===== src/rtl/sbm_pkg.sv =====
package sbm_pkg;

   typedef enum logic [1:0] {
      SEL_CTRL = 2'd0,
      SEL_CHR0 = 2'd1,
      SEL_CHR1 = 2'd2,
      SEL_PRG  = 2'd3
   } sbm_sel_e;

   typedef enum logic [1:0] {
      PRG_WIDE_A    = 2'd0,
      PRG_WIDE_B    = 2'd1,
      PRG_FIX_LOW   = 2'd2,
      PRG_FIX_HIGH  = 2'd3
   } sbm_prg_mode_e;

   typedef struct packed {
      logic          chr_split;
      sbm_prg_mode_e prg_mode;
      logic [1:0]    aux;
   } sbm_ctrl_t;

   localparam int SBM_CTRL_W = $bits(sbm_ctrl_t);

endpackage


===== src/rtl/sbm_shift_loader.sv =====
module sbm_shift_loader #(
   parameter int SHIFT_W = 5,
   parameter int CNT_W   = 3
) (
   input  logic               clk,
   input  logic               rst_n,
   input  logic               wr_fire,
   input  logic               din_bit,
   input  logic               din_clear,
   output logic               load_fire,
   output logic [SHIFT_W-1:0] load_val,
   output logic [CNT_W-1:0]   cnt
);
   localparam logic [CNT_W-1:0] LAST = CNT_W'(SHIFT_W - 1);

   logic [SHIFT_W-1:0] buf_q;
   logic               at_last;

   assign at_last   = (cnt == LAST);
   assign load_fire = wr_fire & ~din_clear & at_last;
   assign load_val  = {din_bit, buf_q[SHIFT_W-1:1]};

   always_ff @(posedge clk or negedge rst_n) begin
      if (!rst_n) begin
         buf_q <= '0;
         cnt   <= '0;
      end else if (wr_fire) begin
         if (din_clear || at_last) begin
            buf_q <= '0;
            cnt   <= '0;
         end else begin
            buf_q <= {din_bit, buf_q[SHIFT_W-1:1]};
            cnt   <= cnt + 1'b1;
         end
      end
   end

endmodule


===== src/rtl/sbm_reg_file.sv =====
module sbm_reg_file #(
   parameter int                REG_W    = 5,
   parameter int                NUM_REGS = 4,
   parameter int                SEL_W    = 2,
   parameter logic [REG_W-1:0]  CTRL_RST = '0
) (
   input  logic                              clk,
   input  logic                              rst_n,
   input  logic                              load_fire,
   input  logic [SEL_W-1:0]                  load_sel,
   input  logic [REG_W-1:0]                  load_val,
   output logic [NUM_REGS-1:0][REG_W-1:0]    regs_q
);
   for (genvar g = 0; g < NUM_REGS; g++) begin : g_reg
      localparam logic [REG_W-1:0] RST_V = (g == 0) ? CTRL_RST : '0;
      always_ff @(posedge clk or negedge rst_n) begin
         if (!rst_n) begin
            regs_q[g] <= RST_V;
         end else if (load_fire && (load_sel == SEL_W'(g))) begin
            regs_q[g] <= load_val;
         end
      end
   end

endmodule


===== src/rtl/sbm_bank_decode.sv =====
module sbm_bank_decode
   import sbm_pkg::*;
#(
   parameter int REG_W        = 5,
   parameter int PRG_OUT_W    = 4,
   parameter int CHR_OUT_W    = 5,
   parameter bit CHR_SPLIT_EN = 1'b1
) (
   input  logic [REG_W-1:0]     ctrl_raw,
   input  logic [REG_W-1:0]     chr0_q,
   input  logic [REG_W-1:0]     chr1_q,
   input  logic [REG_W-1:0]     prg_q,
   input  logic                 cpu_a14,
   input  logic                 ppu_a12,
   output logic [PRG_OUT_W-1:0] prg_bank_hi,
   output logic [CHR_OUT_W-1:0] chr_bank_hi
);
   sbm_ctrl_t              ctrl;
   logic [PRG_OUT_W-1:0]   prg_sel_bank;
   logic [CHR_OUT_W-1:0]   chr_whole;
   logic                   unused_prg_hi;

   assign ctrl          = sbm_ctrl_t'(ctrl_raw[SBM_CTRL_W-1:0]);
   assign prg_sel_bank  = prg_q[PRG_OUT_W-1:0];
   assign chr_whole     = {chr0_q[CHR_OUT_W-1:1], ppu_a12};
   assign unused_prg_hi = ^{prg_q, ctrl.aux, chr0_q[0]};

   always_comb begin
      unique case (ctrl.prg_mode)
         PRG_FIX_LOW:  prg_bank_hi = cpu_a14 ? prg_sel_bank : '0;
         PRG_FIX_HIGH: prg_bank_hi = cpu_a14 ? '1 : prg_sel_bank;
         default:      prg_bank_hi = {prg_sel_bank[PRG_OUT_W-1:1], cpu_a14};
      endcase
   end

   if (CHR_SPLIT_EN) begin : g_chr_split
      always_comb begin
         if (ctrl.chr_split) begin
            chr_bank_hi = ppu_a12 ? chr1_q[CHR_OUT_W-1:0] : chr0_q[CHR_OUT_W-1:0];
         end else begin
            chr_bank_hi = chr_whole;
         end
      end
   end else begin : g_chr_whole
      logic unused_chr1;
      assign unused_chr1 = ^{chr1_q, ctrl.chr_split};
      assign chr_bank_hi = chr_whole;
   end

endmodule


===== src/rtl/serial_bank_mapper.sv =====
module serial_bank_mapper
   import sbm_pkg::*;
#(
   parameter int               ADDR_W       = 15,
   parameter int               SEL_LSB      = 13,
   parameter int               SHIFT_W      = 5,
   parameter int               PRG_OUT_W    = 4,
   parameter int               CHR_OUT_W    = 5,
   parameter bit               CHR_SPLIT_EN = 1'b1,
   parameter logic [SHIFT_W-1:0] CTRL_RESET = 5'b01100
) (
   input  logic                 clk,
   input  logic                 rst_n,
   input  logic                 cpu_wr,
   input  logic                 prg_sel,
   input  logic [ADDR_W-1:0]    cpu_addr,
   input  logic [7:0]           cpu_data,
   input  logic                 ppu_a12,
   output logic [PRG_OUT_W-1:0] prg_bank_hi,
   output logic [CHR_OUT_W-1:0] chr_bank_hi
);
   localparam int NUM_REGS = 4;
   localparam int SEL_W    = $clog2(NUM_REGS);
   localparam int CNT_W    = $clog2(SHIFT_W + 1);

   if (SHIFT_W < SBM_CTRL_W) begin : g_bad_shift
      $error("SHIFT_W must cover the control word");
   end
   if (SEL_LSB + SEL_W > ADDR_W) begin : g_bad_sel
      $error("register select bits exceed the address width");
   end
   if (PRG_OUT_W < 2 || PRG_OUT_W > SHIFT_W) begin : g_bad_prg
      $error("PRG_OUT_W must lie in 2..SHIFT_W");
   end
   if (CHR_OUT_W < 2 || CHR_OUT_W > SHIFT_W) begin : g_bad_chr
      $error("CHR_OUT_W must lie in 2..SHIFT_W");
   end

   logic                          wr_fire;
   logic                          load_fire;
   logic [SHIFT_W-1:0]            load_val;
   logic [CNT_W-1:0]              shift_cnt;
   logic [NUM_REGS-1:0][SHIFT_W-1:0] regs_q;
   logic                          unused_bus;

   assign wr_fire    = cpu_wr & prg_sel;
   assign unused_bus = ^{cpu_data[6:1], cpu_addr};

   sbm_shift_loader #(
      .SHIFT_W (SHIFT_W),
      .CNT_W   (CNT_W)
   ) u_loader (
      .clk       (clk),
      .rst_n     (rst_n),
      .wr_fire   (wr_fire),
      .din_bit   (cpu_data[0]),
      .din_clear (cpu_data[7]),
      .load_fire (load_fire),
      .load_val  (load_val),
      .cnt       (shift_cnt)
   );

   sbm_reg_file #(
      .REG_W    (SHIFT_W),
      .NUM_REGS (NUM_REGS),
      .SEL_W    (SEL_W),
      .CTRL_RST (CTRL_RESET)
   ) u_regs (
      .clk       (clk),
      .rst_n     (rst_n),
      .load_fire (load_fire),
      .load_sel  (cpu_addr[SEL_LSB +: SEL_W]),
      .load_val  (load_val),
      .regs_q    (regs_q)
   );

   sbm_bank_decode #(
      .REG_W        (SHIFT_W),
      .PRG_OUT_W    (PRG_OUT_W),
      .CHR_OUT_W    (CHR_OUT_W),
      .CHR_SPLIT_EN (CHR_SPLIT_EN)
   ) u_decode (
      .ctrl_raw    (regs_q[SEL_CTRL]),
      .chr0_q      (regs_q[SEL_CHR0]),
      .chr1_q      (regs_q[SEL_CHR1]),
      .prg_q       (regs_q[SEL_PRG]),
      .cpu_a14     (cpu_addr[ADDR_W-1]),
      .ppu_a12     (ppu_a12),
      .prg_bank_hi (prg_bank_hi),
      .chr_bank_hi (chr_bank_hi)
   );

endmodule


===== config.mk =====
export PLATFORM = sky130hd
export DESIGN_NAME = serial_bank_mapper
export DESIGN_NICKNAME = d
export VERILOG_FILES = /design/src/rtl/sbm_pkg.sv /design/src/rtl/sbm_shift_loader.sv /design/src/rtl/sbm_reg_file.sv /design/src/rtl/sbm_bank_decode.sv /design/src/rtl/serial_bank_mapper.sv
export SDC_FILE = /design/constraint.sdc
export NUM_CORES = 1
export LEC_CHECK = 0
export ABC_AREA = 1
export CELL_PAD_IN_SITES_DETAIL_PLACEMENT = 1
export CELL_PAD_IN_SITES_GLOBAL_PLACEMENT = 1
export CORE_MARGIN = 3
export CORE_UTILIZATION = 35
export CTS_BUF_LIST = sky130_fd_sc_hd__clkbuf_8
export DETAILED_ROUTE_END_ITERATION = 16
export GPL_TIMING_DRIVEN = 1
export PLACE_DENSITY = 0.82
export SLEW_MARGIN = 20
export SYNTH_ARGS = -nofsm -noshare
export SYNTH_HDL_FRONTEND = slang
export SYNTH_SLANG_ARGS = --single-unit

===== constraint.sdc =====
create_clock -name clk -period 1.5 [get_ports clk]
set_input_delay 0.3 -clock clk [delete_from_list [all_inputs] [get_ports clk]]
set_output_delay 0.3 -clock clk [all_outputs]
set_load 0.01 [all_outputs]

==> impl_results.md <==
* Seq cells post-synth at 24
* Max VDD drop at 0.0004915 V
* Starting DRT DRC Count at 42
* Final Max Tran Viols at 0
* Final ANT Viol Nets at 0
* Final period utilization at 110.5%
* Most frequent cells in the layout: nand2_1, dfrtp_1, buf_4
* Layout Nets at 224
* Ant. Diodes at 0
* Worst min path class: in -> async
* Commonest non-fill, non-tap cell in the layout: nand2_1
* Yosys cell types at 23
* WL final at 3592 um
* Unrepaired setup endpoints after global routing: true
* Share of cells above drive strength 1 at 32.12%
* Worst slew pin tran at 310.6 ps
* Clock root cell: clkbuf_8
* Critical Path Source Type: flop
* Max-Cap Viols at 0
* Relative slew slack at 79.29%
* CP top delay family: flip-flops
* Area added between synthesis and finish at 38.05%
* Core area at 3390 sq um
* Crit path required time at 1200 ps
* Total power draw at 1.678 mW
* CP Class: reg -> out
* Synthesized area at 1256 sq um
* Dpl cells at 228
* WP buf/inv at 3
* Die ar. at 4344 sq um
* Total CTS buffers at 3
* Routed length per placed instance at 15.03 um
* Final Worst Setup Slack at -157.0 ps
* Placer Congestion at 0.7512
* Synth warnings at 0
* Max stage delay on crit path at 590 ps
* Status: complete, but fails checks
* H-tree depth at 1
* Flop pwr share at 45.1%
* Post-route insts no fill at 239
* CTS clk-pin slew, worst paths at 90 ps
* Die W at 65.91 um
* I/O pins at 37
* Vias per inst at 4.996
* Final Skew at 5.182 ps
* GR Util All Layers at 18.59%
* Net Sw Power at 458.4 uW
* Worst setup EP type: output port
* Vias in the first global route at 1345
* Sw Share at 27.32%
* Syn avg cell area at 8.157 sq um
* Crit path DAT at 1360 ps
* Part of the power in combinational logic at 21.4%
* Tmin final at 1657 ps
* DR pass1 iterations at 4
* Maximum clock rate at 603.5 MHz
* Crit-path slowest cell: dfstp_2
* Vias at 1194
* Grt ovf at 0
* Initial antenna violation count at 0
* Crit-path cells: nand2_4 -> buf_6 -> o22ai_2 -> inv_1 -> buf_6
* Post-synth net total at 184
* DP HPWL at 2779 um
* Clk Latency, worst-skew pair at 260 ps
* CP most frequent cell: buf_6
* Die H at 65.91 um
* Final hold violations at 0
* Sequential share of the synthesized area at 48.01%
* Largest net degree at the start of global routing at 25
* Final setup violating endpoints at 5
* Clock tree from TritonCTS: built
* Starting Density at 37.06%
* Clock Sinks at 24
* Violated checks: setup timing
* CTS Buffer Depth at 2
* Placement Cell Area at 1558 sq um
* Number of port buffers at 17
* # rows at 21
* Filler instances at 400
* CP max FO at 4
* PD cells at 967.6 nW/um^2
* Setup Slack @ Placement at -540.7 ps
* Power Internal at 1.220 mW
* LEAKAGE at 0.9253 nW
* Clock network fraction of design power at 33.5%
* Cells after Synth at 154
* First-pass GRT wire length at 6320 um
* Fin area at 1734 sq um
* Drt drc at 0
==> flip-flops by register name (all words and copies together), names as in the netlist <==
| signal | cells |
|---|---|
| u_regs.regs_q | 17 |
| u_loader.cnt | 3 |
| u_loader.buf_q | 4 |
==> synthesized netlist by cell type <==
library cell,n,area (sq um)
buf_2,1,5.000
dfrtp_1,22,550.5
nor2_2,1,6.260
nor2_8,1,20.02
inv_1,11,41.29
dfstp_2,2,52.55
nand3_1,10,50.05
ha_1,2,25.02
buf_4,1,7.510
nand3_2,2,20.02
nor2_4,1,11.26
nand3b_1,1,7.510
nand2_1,60,225.2
nand2_2,2,12.51
o21ai_1,1,5.000
buf_6,3,33.78
o21ai_0,5,25.02
nand4_1,17,106.4
nor2_1,3,11.26
o22ai_1,1,6.260
inv_2,3,11.26
a21oi_1,3,15.01
o21bai_1,1,7.510
==> worst paths after layout <==
kind                       slack (ps)                       endpoint  cells after the start                     startpoint
max                              -160                 prg_bank_hi[2]                      5   u_regs.regs_q[3]$_DFFE_PN1P_
min                               400  u_regs.regs_q[12]$_DFFE_PN0P_                      2                          rst_n
max reg2reg                       170  u_regs.regs_q[12]$_DFFE_PN0P_                      7    u_loader.cnt[1]$_DFFE_PN0P_
min reg2reg                       490  u_regs.regs_q[18]$_DFFE_PN0P_                      2  u_regs.regs_q[18]$_DFFE_PN0P_
max in group asynchronous         820   u_regs.regs_q[2]$_DFFE_PN1P_                      2                          rst_n
min in group clk                  490  u_regs.regs_q[18]$_DFFE_PN0P_                      2  u_regs.regs_q[18]$_DFFE_PN0P_
==> repair_timing <==
item / 4_1_cts / 5_1_grt
setup endpoints to repair: 9 / 15
hold buffers: 0 / 0
buffers inserted: 4 / 3
pin swaps: 2 / 5
gates resized for setup: 53 / 13
==> per-stage QoR <==
step                setup TNS, ps  util (%)  hold WS (ps)
finish                     -563.0     51.16         396.9
detailed placement          -5322     45.96         471.4
CTS                        -654.1     49.21         407.9
global route               -977.6     51.16         437.4
floorplan                       0         -         4.409
global placement            -3769     45.96         465.0
==> final cells by class <==
cell class / instances / area (sq um) / share of cell area (%)
multi-input cells: 111 / 616.8 / 35.57
flip-flops and latches: 24 / 604.3 / 34.85
repair buffers: 40 / 329.1 / 18.98
well taps: 46 / 57.56 / 3.319
inverters: 14 / 55.05 / 3.175
clock buffers: 3 / 41.29 / 2.381
clock inverters: 1 / 30.03 / 1.732
==> kinds of logic after synthesis <==
| kind of cell | after synthesis | share of synthesized area [%] |
|---|---|---|
| AO/OA/AOI/OAI | 11 | 4.681 |
| adder cells (fa/ha/maj) | 2 | 1.992 |
| buffers and inverters | 19 | 7.868 |
| flip-flops | 24 | 48.01 |
| AND/OR/NAND/NOR | 98 | 37.45 |
==> per-layer routing <==
metal / vias up / GRT usage, % / wire (um)
met3: 2 / 2.211 / 90
met4: 0 / 3.886 / 11
met5: - / 0 / 0
li1: 585 / - / -
met1: 591 / 21.47 / 1454
met2: 16 / 36.05 / 2035
==> power by group through the flow <==
stage	Clock, mW	Sequential [mW]	Combinational, mW
floorplan	0	0.750	0.165
detailed placement	0	0.771	0.305
CTS	0.576	0.755	0.335
global placement	0	0.764	0.281
global route	0.613	0.767	0.402
finish	0.562	0.757	0.359
No activity file was read; power rests on OpenSTA's default activity.
